<file path="config.mk">
export PLATFORM = sky130hd
export DESIGN_NAME = cfg_route_sel
export DESIGN_NICKNAME = d
export VERILOG_FILES = /design/src/rtl/cfg_route_pkg.sv /design/src/rtl/cfg_route_classify.sv /design/src/rtl/cfg_route_addr.sv /design/src/rtl/cfg_route_setup.sv /design/src/rtl/cfg_route_sel.sv
export SDC_FILE = /design/constraint.sdc
export NUM_CORES = 1
export LEC_CHECK = 0
export BUFFER_PORTS_ARGS = -buffer_cell sky130_fd_sc_hd__buf_2
export CORE_AREA = 2 2 69 71
export CTS_CLUSTER_SIZE = 12
export DETAILED_ROUTE_END_ITERATION = 12
export DIE_AREA = 0 0 71 73
export HOLD_SLACK_MARGIN = 0.06
export PLACE_DENSITY = 0.75
export RECOVER_POWER = 100
export REMOVE_ABC_BUFFERS = 1
export SYNTH_ARGS = -nofsm -noshare
export SYNTH_HDL_FRONTEND = slang
export SYNTH_SLANG_ARGS = --single-unit
</file>
<file path="constraint.sdc">
create_clock -name clk -period 3.7 [get_ports clk]
set_input_delay 0.555 -clock clk [delete_from_list [all_inputs] [get_ports clk]]
set_output_delay 0.555 -clock clk [all_outputs]
set_load 0.1 [all_outputs]
</file>
<file path="src/rtl/cfg_route_pkg.sv">
package cfg_route_pkg;

    localparam int BUS_W     = 8;
    localparam int DEV_W     = 5;
    localparam int FN_W      = 3;
    localparam int SETUP_W   = 32;
    localparam int BUS_LSB   = 16;
    localparam int DEV_LSB   = 8;
    localparam int TYPE1_BIT = 24;

    typedef enum logic [1:0] {
        ROUTE_LOCAL = 2'd0,
        ROUTE_TYPE0 = 2'd1,
        ROUTE_TYPE1 = 2'd2
    } route_e;

    typedef struct packed {
        logic [BUS_W-1:0] bus;
        logic [DEV_W-1:0] dev;
        logic [FN_W-1:0]  fn;
    } target_t;

    function automatic route_e pick_route(input logic [BUS_W-1:0] bus);
        if (bus == '0)
            return ROUTE_LOCAL;
        else if (bus == BUS_W'(1))
            return ROUTE_TYPE0;
        else
            return ROUTE_TYPE1;
    endfunction

    function automatic logic [SETUP_W-1:0] pack_setup(input target_t t, input logic type1);
        logic [SETUP_W-1:0] w;
        w = '0;
        w[BUS_LSB +: BUS_W] = t.bus;
        w[DEV_LSB +: DEV_W] = t.dev;
        w[0 +: FN_W]        = t.fn;
        w[TYPE1_BIT]        = type1;
        return w;
    endfunction

endpackage

</file>
<file path="src/rtl/cfg_route_classify.sv">
module cfg_route_classify
    import cfg_route_pkg::*;
#(
    parameter int DEV_IN_W = 8,
    parameter int FN_IN_W  = 8
) (
    input  logic                req_valid,
    input  logic [BUS_W-1:0]    req_bus,
    input  logic [DEV_IN_W-1:0] req_dev,
    input  logic [FN_IN_W-1:0]  req_fn,
    output route_e              route,
    output target_t             target,
    output logic                accept,
    output logic                reject
);
    logic dev_over;
    logic fn_over;

    generate
        if (DEV_IN_W > DEV_W) begin : g_dev_chk
            assign dev_over = |req_dev[DEV_IN_W-1:DEV_W];
        end else begin : g_dev_fit
            assign dev_over = 1'b0;
        end
        if (FN_IN_W > FN_W) begin : g_fn_chk
            assign fn_over = |req_fn[FN_IN_W-1:FN_W];
        end else begin : g_fn_fit
            assign fn_over = 1'b0;
        end
    endgenerate

    always_comb begin
        route      = pick_route(req_bus);
        target.bus = req_bus;
        target.dev = req_dev[DEV_W-1:0];
        target.fn  = req_fn[FN_W-1:0];
        reject     = req_valid && (dev_over || fn_over);
        accept     = req_valid && !(dev_over || fn_over);
    end
endmodule

</file>
<file path="src/rtl/cfg_route_addr.sv">
module cfg_route_addr
    import cfg_route_pkg::*;
#(
    parameter int                ADDR_W     = 32,
    parameter int                OFS_W      = 12,
    parameter logic [ADDR_W-1:0] LOCAL_BASE = 32'h4000_0000,
    parameter logic [ADDR_W-1:0] REMOTE_OFS = 32'h0000_1000
) (
    input  route_e             route,
    input  logic [OFS_W-1:0]   ofs,
    output logic [ADDR_W-1:0]  addr
);
    localparam logic [ADDR_W-1:0] REMOTE_BASE = LOCAL_BASE + REMOTE_OFS;

    logic [ADDR_W-1:0] base;
    logic [ADDR_W-1:0] ofs_al;

    always_comb begin
        base   = (route == ROUTE_LOCAL) ? LOCAL_BASE : REMOTE_BASE;
        ofs_al = ADDR_W'({ofs[OFS_W-1:2], 2'b00});
        addr   = base + ofs_al;
    end
endmodule

</file>
<file path="src/rtl/cfg_route_setup.sv">
module cfg_route_setup
    import cfg_route_pkg::*;
(
    input  logic               clk,
    input  logic               rst,
    input  logic               load,
    input  logic [SETUP_W-1:0] word_in,
    output logic [SETUP_W-1:0] word_q,
    output logic               loaded
);
    always_ff @(posedge clk) begin
        if (rst) begin
            word_q <= '0;
            loaded <= 1'b0;
        end else begin
            loaded <= load;
            if (load)
                word_q <= word_in;
        end
    end
endmodule

</file>
<file path="src/rtl/cfg_route_sel.sv">
module cfg_route_sel
    import cfg_route_pkg::*;
#(
    parameter int                DEV_IN_W   = 8,
    parameter int                FN_IN_W    = 8,
    parameter int                OFS_W      = 12,
    parameter int                ADDR_W     = 32,
    parameter logic [ADDR_W-1:0] LOCAL_BASE = 32'h4000_0000,
    parameter logic [ADDR_W-1:0] REMOTE_OFS = 32'h0000_1000,
    parameter logic [11:0]       SETUP_OFS  = 12'h008
) (
    input  logic                clk,
    input  logic                rst,
    input  logic                req_valid,
    input  logic [7:0]          req_bus,
    input  logic [DEV_IN_W-1:0] req_dev,
    input  logic [FN_IN_W-1:0]  req_fn,
    input  logic [OFS_W-1:0]    req_ofs,
    output logic                acc_valid,
    output logic                acc_err,
    output logic                acc_remote,
    output logic                acc_type1,
    output logic [ADDR_W-1:0]   acc_addr,
    output logic [31:0]         setup_word,
    output logic                setup_wr,
    output logic [11:0]         setup_wr_ofs
);
    route_e             route;
    target_t            target;
    logic               accept;
    logic               reject;
    logic [ADDR_W-1:0]  addr_nxt;
    logic               is_remote;
    logic               is_type1;
    logic               load;
    logic [SETUP_W-1:0] word_nxt;

    cfg_route_classify #(.DEV_IN_W(DEV_IN_W), .FN_IN_W(FN_IN_W)) u_classify (
        .req_valid (req_valid),
        .req_bus   (req_bus),
        .req_dev   (req_dev),
        .req_fn    (req_fn),
        .route     (route),
        .target    (target),
        .accept    (accept),
        .reject    (reject)
    );

    cfg_route_addr #(
        .ADDR_W(ADDR_W), .OFS_W(OFS_W),
        .LOCAL_BASE(LOCAL_BASE), .REMOTE_OFS(REMOTE_OFS)
    ) u_addr (
        .route (route),
        .ofs   (req_ofs),
        .addr  (addr_nxt)
    );

    always_comb begin
        is_remote = (route != ROUTE_LOCAL);
        is_type1  = (route == ROUTE_TYPE1);
        load      = accept && is_remote;
        word_nxt  = pack_setup(target, is_type1);
    end

    cfg_route_setup u_setup (
        .clk     (clk),
        .rst     (rst),
        .load    (load),
        .word_in (word_nxt),
        .word_q  (setup_word),
        .loaded  (setup_wr)
    );

    always_ff @(posedge clk) begin
        if (rst) begin
            acc_valid  <= 1'b0;
            acc_err    <= 1'b0;
            acc_remote <= 1'b0;
            acc_type1  <= 1'b0;
            acc_addr   <= '0;
        end else begin
            acc_valid  <= accept;
            acc_err    <= reject;
            acc_remote <= accept && is_remote;
            acc_type1  <= accept && is_type1;
            acc_addr   <= accept ? addr_nxt : '0;
        end
    end

    assign setup_wr_ofs = setup_wr ? SETUP_OFS : 12'h000;
endmodule

</file>
==> impl_metrics.toml, run 1 <==
[setup_path]
cp_cell_sequence = "clkbuf_1"
rr_worst_depth = 2
crit_family = "buffers and inverters"
criticalPathCategory = "reg -> out"
cp_max_fo = 3
path_depth = 1
slowest_delay_ns = 0.87
cp-end-kind = "output pin"
cp.required_ns = 3.14
cp.arrival_ns = 1.50
critical_path.slowest_cell = "clkbuf_1"
crit_path_start_kind = "register"
critical_path_buf_inv_count = 1

[layout]
layout_commonest_cell = "conb_1"
drive_gt1_frac = 0.207
nNetsFinal = 270
synthToLayoutAreaGrowth_pct = 18.2
n_antenna_cell = 0
most-common-layout-cells = "46 x conb_1, 37 x clkbuf_1, 35 x buf_2"

[sta]
rsz0062_at_grt = "false"
hold_viol = 0
setup_viol = 0
min_period_over_period = 0.554
tightestPinTransition_ns = 1.21
slew_headroom = 0.196
finalClockSkew_ns = 0
slew_viol_final = 0
max_freq_ghz = 0.487
setup_tns_ns = 0
final.min_clock_period_ns = 2.05

[floorplan]
io_pins = 120
start_util = 0.336
fp.dieH_um = 73
dieWidth_um = 71
die_area_mm2 = 0.00518
row_count = 25
core-area_mm2 = 0.00454

[routing]
dr_total_vias = 1135
drc = 0
first_pass_iters = 4
drt-wirelength-per-cell_um = 9.51
vias_per_cell = 3.97
ant_nets = 0
first_iter_violations = 18
routed_wl_um = 2720

[clock_network]
cts_resized = 0
cts-htree-levels = 2
cts_tree = "built"
clk_pin_slew_ns = 0.07
root_buffer = "clkbuf_8"
cts_buffers = 5
postCtsSetupBuffers = 0
insertion_delay_ns = 0.27
cts-hold-fix-buffers = 0
clockBufferDepth = 2
clock_sinks = 33

[global_route]
grt_max_degree = 34
antenna_found_initial = 0
gr-usage-all-layers = 0.0985
grt_pass1_vias = 918
grt_pass1_wl_um = 3940
grt_overflow = 0

[power]
ir_drop_v = 0.000235
p_leak_nw = 0.800
p_total_mw = 0.941
power_density_mw_per_mm2 = 523

[synth]
synthDominantCellAreaShare = 0.434
mappedNetlistArea_mm2 = 0.00152
synth.area.top_cells = "dfxtp_1 43%, buf_4 24%, mux2i_1 8.5%"
yosys_warnings = 0
synth_cells = 161
ys_seq_area_frac = 0.434
synth.avg_cell_area_um2 = 9.46
synth_top_cell_by_area = "dfxtp_1"
yosysUniqueCellTypes = 22
synth_seq_cells = 33

[placement]
numPortBuffers = 71
dp.final_hpwl_um = 2130
place_congestion = 0.725

[min_path]
whs_path_depth = 2
hp-class = "reg -> reg"

[run]
maxCapViolations = 0

[run_status]
status = "complete, no violations"
[metal layers]
layer,wire [um],track usage,vias to the layer above
met5,0,0,-
met4,11,0.0377,0
met3,303,0.0414,2
met2,1260,0.163,78
met1,1140,0.114,499
li1,-,-,556
[path summary, 6_finish.rpt]
kind	startpoint	end	slack, ns
worst min-delay path	u_setup.word_q[19]	u_setup.word_q[19]	0.45
worst max-delay path	acc_remote	acc_remote	1.65
worst max register to register	u_setup.word_q[16]	u_setup.word_q[16]	3.08
worst min register to register	u_setup.word_q[19]	u_setup.word_q[19]	0.45
[Yosys cell counts, drive strengths merged]
master,n
a21oi,2
a31o,1
and2,13
and3,2
buf,49
clkbuf,4
conb,1
dfxtp,33
inv,2
mux2i,13
nand2,28
nand3,2
nor3,1
nor3b,3
nor4,3
o21ai,1
o21bai,2
or4,1
[through the flow]
step	util	std cells	hold slack [ns]	worst slack [ns]	instance area [um2]
global placement	0.381	278	0.440	1.43	1730
finish	0.397	286	0.455	1.65	1800
detailed placement	0.381	278	0.446	1.38	1730
floorplan	-	153	0.624	0.948	1310
CTS	0.407	286	0.456	1.67	1840
global route	0.397	286	0.469	1.53	1800
[report_power, final]
part           internal, mW  total, mW  switching, mW
registers             0.356      0.356       0.000327
logic                0.0173      0.243          0.226
clock network         0.219      0.342          0.122
total                 0.593      0.941          0.349
[sequential cells by signal, indices dropped and copies added (netlist names)]
register and count:
acc_addr 12, acc_err 1, acc_remote 1, acc_type1 1
acc_valid 1, u_setup.word_q 17
[cell type report]
cell class,count,area (um2)
fillers,478,2740
flip-flops and latches,33,661
multi-input cells,118,637
repair buffers,71,310
clock buffers,7,86.3
well taps,54,67.6
clock inverters,1,30.0
inverters,2,7.51
[cell families after synthesis]
kind of cell	after synthesis	synth area share
compound gates	6	0.0329
buf+inv	55	0.259
flops	33	0.434
mux	13	0.0855
other cells	1	0.00246
simple gates	53	0.187
Note: power is estimated with default switching activity, not from simulation.
==> run 2, diff against run 1 <==
Clock period 3.7 ns to 2.1 ns, I/O delays scaled along.
==> impl_metrics.toml, run 2 (synthesized netlist as in run 1, its figures left out) <==
[clock_network]
clock_sinks = 33
cts_tree = "built"
insertion_delay_ns = 0.27
postCtsSetupBuffers = 0
cts-htree-levels = 2
clk_pin_slew_ns = 0.07
cts-hold-fix-buffers = 0
clockBufferDepth = 2
cts_buffers = 5
cts_resized = 0
root_buffer = "clkbuf_8"

[sta]
min_period_over_period = 0.864
max_freq_ghz = 0.551
rsz0062_at_grt = "false"
setup_viol = 0
hold_viol = 0
finalClockSkew_ns = 0
setup_tns_ns = 0
slew_viol_final = 0
final.min_clock_period_ns = 1.81
tightestPinTransition_ns = 1.22
slew_headroom = 0.189

[routing]
first_iter_violations = 25
first_pass_iters = 3
drt-wirelength-per-cell_um = 9.33
drc = 0
dr_total_vias = 1123
routed_wl_um = 2690
ant_nets = 0
vias_per_cell = 3.90

[setup_path]
r2r_slack_ns = 1.49
cp.arrival_ns = 1.50
crit_path_start_kind = "register"
critical_path_buf_inv_count = 1
cp_cell_sequence = "clkbuf_1"
cp-end-kind = "output pin"
cp_max_fo = 2
criticalPathCategory = "reg -> out"
rr_endpoint = "u_setup.word_q[16]"
cp.required_ns = 1.78
crit_family = "buffers and inverters"
critical_path.slowest_cell = "clkbuf_1"
r2r_start = "u_setup.word_q[16]"
slowest_delay_ns = 0.88
rr_worst_depth = 2

[run]
maxCapViolations = 0

[power]
pwr-share-seq = 0.378
ir_drop_v = 0.000638
netSwitchingPower_mw = 0.615
p_clk_frac = 0.364
power_density_mw_per_mm2 = 910
p_total_mw = 1.66
swShare = 0.370
comb_power_share = 0.258
power.internal_mw = 1.05
p_leak_nw = 0.815

[layout]
nFillCells = 498
largest-register = "u_setup.word_q"
nNetsFinal = 272
drive_gt1_frac = 0.214
top_regs = "u_setup.word_q x17, acc_addr x12"
final_core_utilization = 0.402
synthToLayoutAreaGrowth_pct = 19.8
most-common-layout-cells = "46 x conb_1, 36 x clkbuf_1, 36 x buf_2"
n_antenna_cell = 0
layout_commonest_cell = "conb_1"
largest_register_ffs = 17

[floorplan]
fp.dieH_um = 73
row_count = 25
dieWidth_um = 71
core-area_mm2 = 0.00454
io_pins = 120
start_util = 0.336
die_area_mm2 = 0.00518

[min_path]
min_to = "acc_addr[4]"
whs_path_depth = 2
hp-start = "req_ofs[4]"
hp-class = "in -> reg"

[run_status]
status = "complete, no violations"

[global_route]
antenna_found_initial = 0
use_met1 = 0.117
grt_pass1_vias = 1000
grt_use_met3 = 0.0470
grt_pass1_wl_um = 4150
grt_max_degree = 32
grtUsageMet2 = 0.172
gr-usage-all-layers = 0.105
busiest_layer = "met2"
grt_overflow = 0

[placement]
numPortBuffers = 71
place_congestion = 0.710
dp.final_hpwl_um = 2130
==> run 2: layer usage <==
| metal | part of all wire | wire [um] | vias to the layer above |
|---|---|---|---|
| li1 | - | - | 565 |
| met1 | 0.41 | 1100 | 477 |
| met3 | 0.12 | 331 | 5 |
| met4 | 0.013 | 36 | 0 |
| met5 | 0 | 0 | - |
| met2 | 0.46 | 1220 | 76 |
==> run 2: final cells by class <==
type | count | area [um2] | area share
well taps | 54 | 67.6 | 0.0370
flip-flops and latches | 33 | 661 | 0.362
clock inverters | 1 | 30.0 | 0.0165
multi-input cells | 118 | 633 | 0.347
repair buffers | 73 | 339 | 0.186
clock buffers | 7 | 86.3 | 0.0473
inverters | 2 | 7.51 | 0.00412
==> run 2: worst max-delay path by stage <==
stage                               endpoint  slack, ns          startpoint  depth (start not counted)
after floorplan                   acc_remote      -0.41          acc_remote                          0
after global placement    u_setup.word_q[12]       0.25           req_fn[3]                          6
after detailed placement   u_setup.word_q[9]       0.21           req_fn[3]                          6
after CTS                  u_setup.word_q[0]       0.51           req_fn[3]                          6
after global routing          setup_word[18]       0.23  u_setup.word_q[18]                          1
final                         setup_word[17]       0.29  u_setup.word_q[17]                          1
==> run 2: per-stage QoR <==
step | cell area, um2 | hold WS [ns] | setup slack [ns] | std cells
after floorplan | 1310 | 0.384 | -0.412 | 153
after detailed placement | 1760 | 0.443 | 0.211 | 280
after global placement | 1760 | 0.440 | 0.253 | 280
after CTS | 1870 | 0.223 | 0.514 | 288
final | 1820 | 0.236 | 0.286 | 288
after global routing | 1820 | 0.231 | 0.227 | 288
==> run 2: power by group through the flow <==
stage | sequential (mW) | combinational (mW) | clock [mW]
final | 0.628 | 0.429 | 0.604
after CTS | 0.628 | 0.429 | 0.635
after global routing | 0.627 | 0.443 | 0.658
after floorplan | 0.654 | 0.372 | 0
after global placement | 0.642 | 0.428 | 0
after detailed placement | 0.642 | 0.430 | 0
==> run 3, diff against run 2 <==
Settings changed: BUFFER_PORTS_ARGS -buffer_cell sky130_fd_sc_hd__buf_2 to not set, DONT_BUFFER_PORTS set to 1, PLACE_DENSITY 0.75 to 0.51.
==> impl_metrics.toml, run 3 (synthesized netlist as in run 1, its figures left out) <==
[run_status]
status = "complete, no violations"

[power]
pwr-share-seq = 0.423
swShare = 0.417
power.internal_mw = 0.865
p_clk_frac = 0.311
p_total_mw = 1.48
netSwitchingPower_mw = 0.618
p_leak_nw = 0.711
ir_drop_v = 0.000492
comb_power_share = 0.266
power_density_mw_per_mm2 = 918

[routing]
drc = 0
dr_total_vias = 1004
first_iter_violations = 29
first_pass_iters = 3
routed_wl_um = 2660
wl_met3_um = 331
routed.top_layer = "met4"
m1WireLength_um = 1040
drt-wirelength-per-cell_um = 10.7
ant_nets = 0
vias_per_cell = 4.03
met2WireLength_um = 1240

[sta]
finalClockSkew_ns = 0
tightestPinTransition_ns = 1.20
setup_viol = 0
rsz0062_at_grt = "false"
final.min_clock_period_ns = 1.78
min_period_over_period = 0.848
setup_tns_ns = 0
max_freq_ghz = 0.561
slew_viol_final = 0
hold_viol = 0
slew_headroom = 0.203
hold_slack_ns = 0.0944

[layout]
most-common-layout-cells = "46 x conb_1, 33 x dfxtp_1, 28 x nand2_1"
largest-register = "u_setup.word_q"
nFillCells = 484
top_regs = "u_setup.word_q x17, acc_addr x12"
final_core_utilization = 0.356
seq_area_um2 = 661
synthToLayoutAreaGrowth_pct = 6.08
drive_gt1_frac = 0.169
multiInputGateArea_um2 = 637
nNetsFinal = 233
n_antenna_cell = 0
layout_commonest_cell = "conb_1"
largest_register_ffs = 17

[setup_path]
slowest_delay_ns = 0.88
criticalPathCategory = "reg -> out"
cp_cell_sequence = "clkbuf_1"
crit_family = "buffers and inverters"
crit_path_start_kind = "register"
cp-end-kind = "output pin"
cp.required_ns = 1.78
cp_max_fo = 2
cp.arrival_ns = 1.47
critical_path.slowest_cell = "clkbuf_1"
critical_path_buf_inv_count = 1

[floorplan]
row_count = 25
fp.dieH_um = 73
die_area_mm2 = 0.00518
core-area_mm2 = 0.00454
io_pins = 120
start_util = 0.336
dieWidth_um = 71

[clock_network]
clk_pin_slew_ns = 0.07
postCtsSetupBuffers = 0
cts_tree = "built"
cts-htree-levels = 2
cts_buffers = 5
clock_sinks = 33
cts_resized = 0
root_buffer = "clkbuf_8"
insertion_delay_ns = 0.27
clockBufferDepth = 2
cts-hold-fix-buffers = 0

[global_route]
grt_max_degree = 33
antenna_found_initial = 0
grt_overflow = 0
grt_pass1_vias = 876
gr-usage-all-layers = 0.104
grt_pass1_wl_um = 4110

[min_path]
hp-class = "in -> reg"

[run]
maxCapViolations = 0

[placement]
place_congestion = 0.658
numPortBuffers = 0
dp.final_hpwl_um = 1980
## run 3: changes by cell type in the layout (fill, tap and decap cells not counted), moves of 2 or more
cell	delta
buf_2	-36
clkbuf_1	-21
clkbuf_2	+17
clkinv_2	+2
## run 3: power by group through the flow
| stage | registers [mW] | logic (mW) | clock network [mW] |
|---|---|---|---|
| floorplan | 0.654 | 0.372 | 0 |
| global placement | 0.642 | 0.394 | 0 |
| detailed placement | 0.642 | 0.395 | 0 |
| CTS | 0.627 | 0.395 | 0.487 |
| global route | 0.627 | 0.403 | 0.511 |
| finish | 0.628 | 0.394 | 0.461 |
## run 3: final cells by class
type,instances,share of cell area
Sequential cell,33,0.409
Multi-Input combinational cell,118,0.394
Timing Repair Buffer,34,0.0968
Clock buffer,5,0.0426
Tap cell,54,0.0418
Clock inverter,3,0.0108
Inverter,2,0.00465
## run 3: stage by stage
| stage | worst slack, ns | instances | area, um2 |
|---|---|---|---|
| final | 0.319 | 249 | 1620 |
| after global placement | 0.196 | 241 | 1640 |
| after CTS | 0.468 | 249 | 1730 |
| after global routing | 0.239 | 249 | 1620 |
| after detailed placement | 0.194 | 241 | 1640 |
| after floorplan | -0.412 | 153 | 1310 |
## run 3: metal layers
layer / GRT usage / vias up
li1: - / 483
met1: 0.117 / 449
met2: 0.164 / 67
met3: 0.0511 / 5
met4: 0.0503 / 0
met5: 0 / -
## run 3: worst paths after layout
check                                   startpoint            endpoint  slack (ns)  cells after the start
worst max-delay path            u_setup.word_q[16]      setup_word[16]        0.32                      1
worst min-delay path                           rst  u_setup.word_q[16]        0.09                      1
worst max register to register  u_setup.word_q[16]  u_setup.word_q[16]        0.42                      3
worst min register to register   u_setup.word_q[0]   u_setup.word_q[0]        0.46                      2
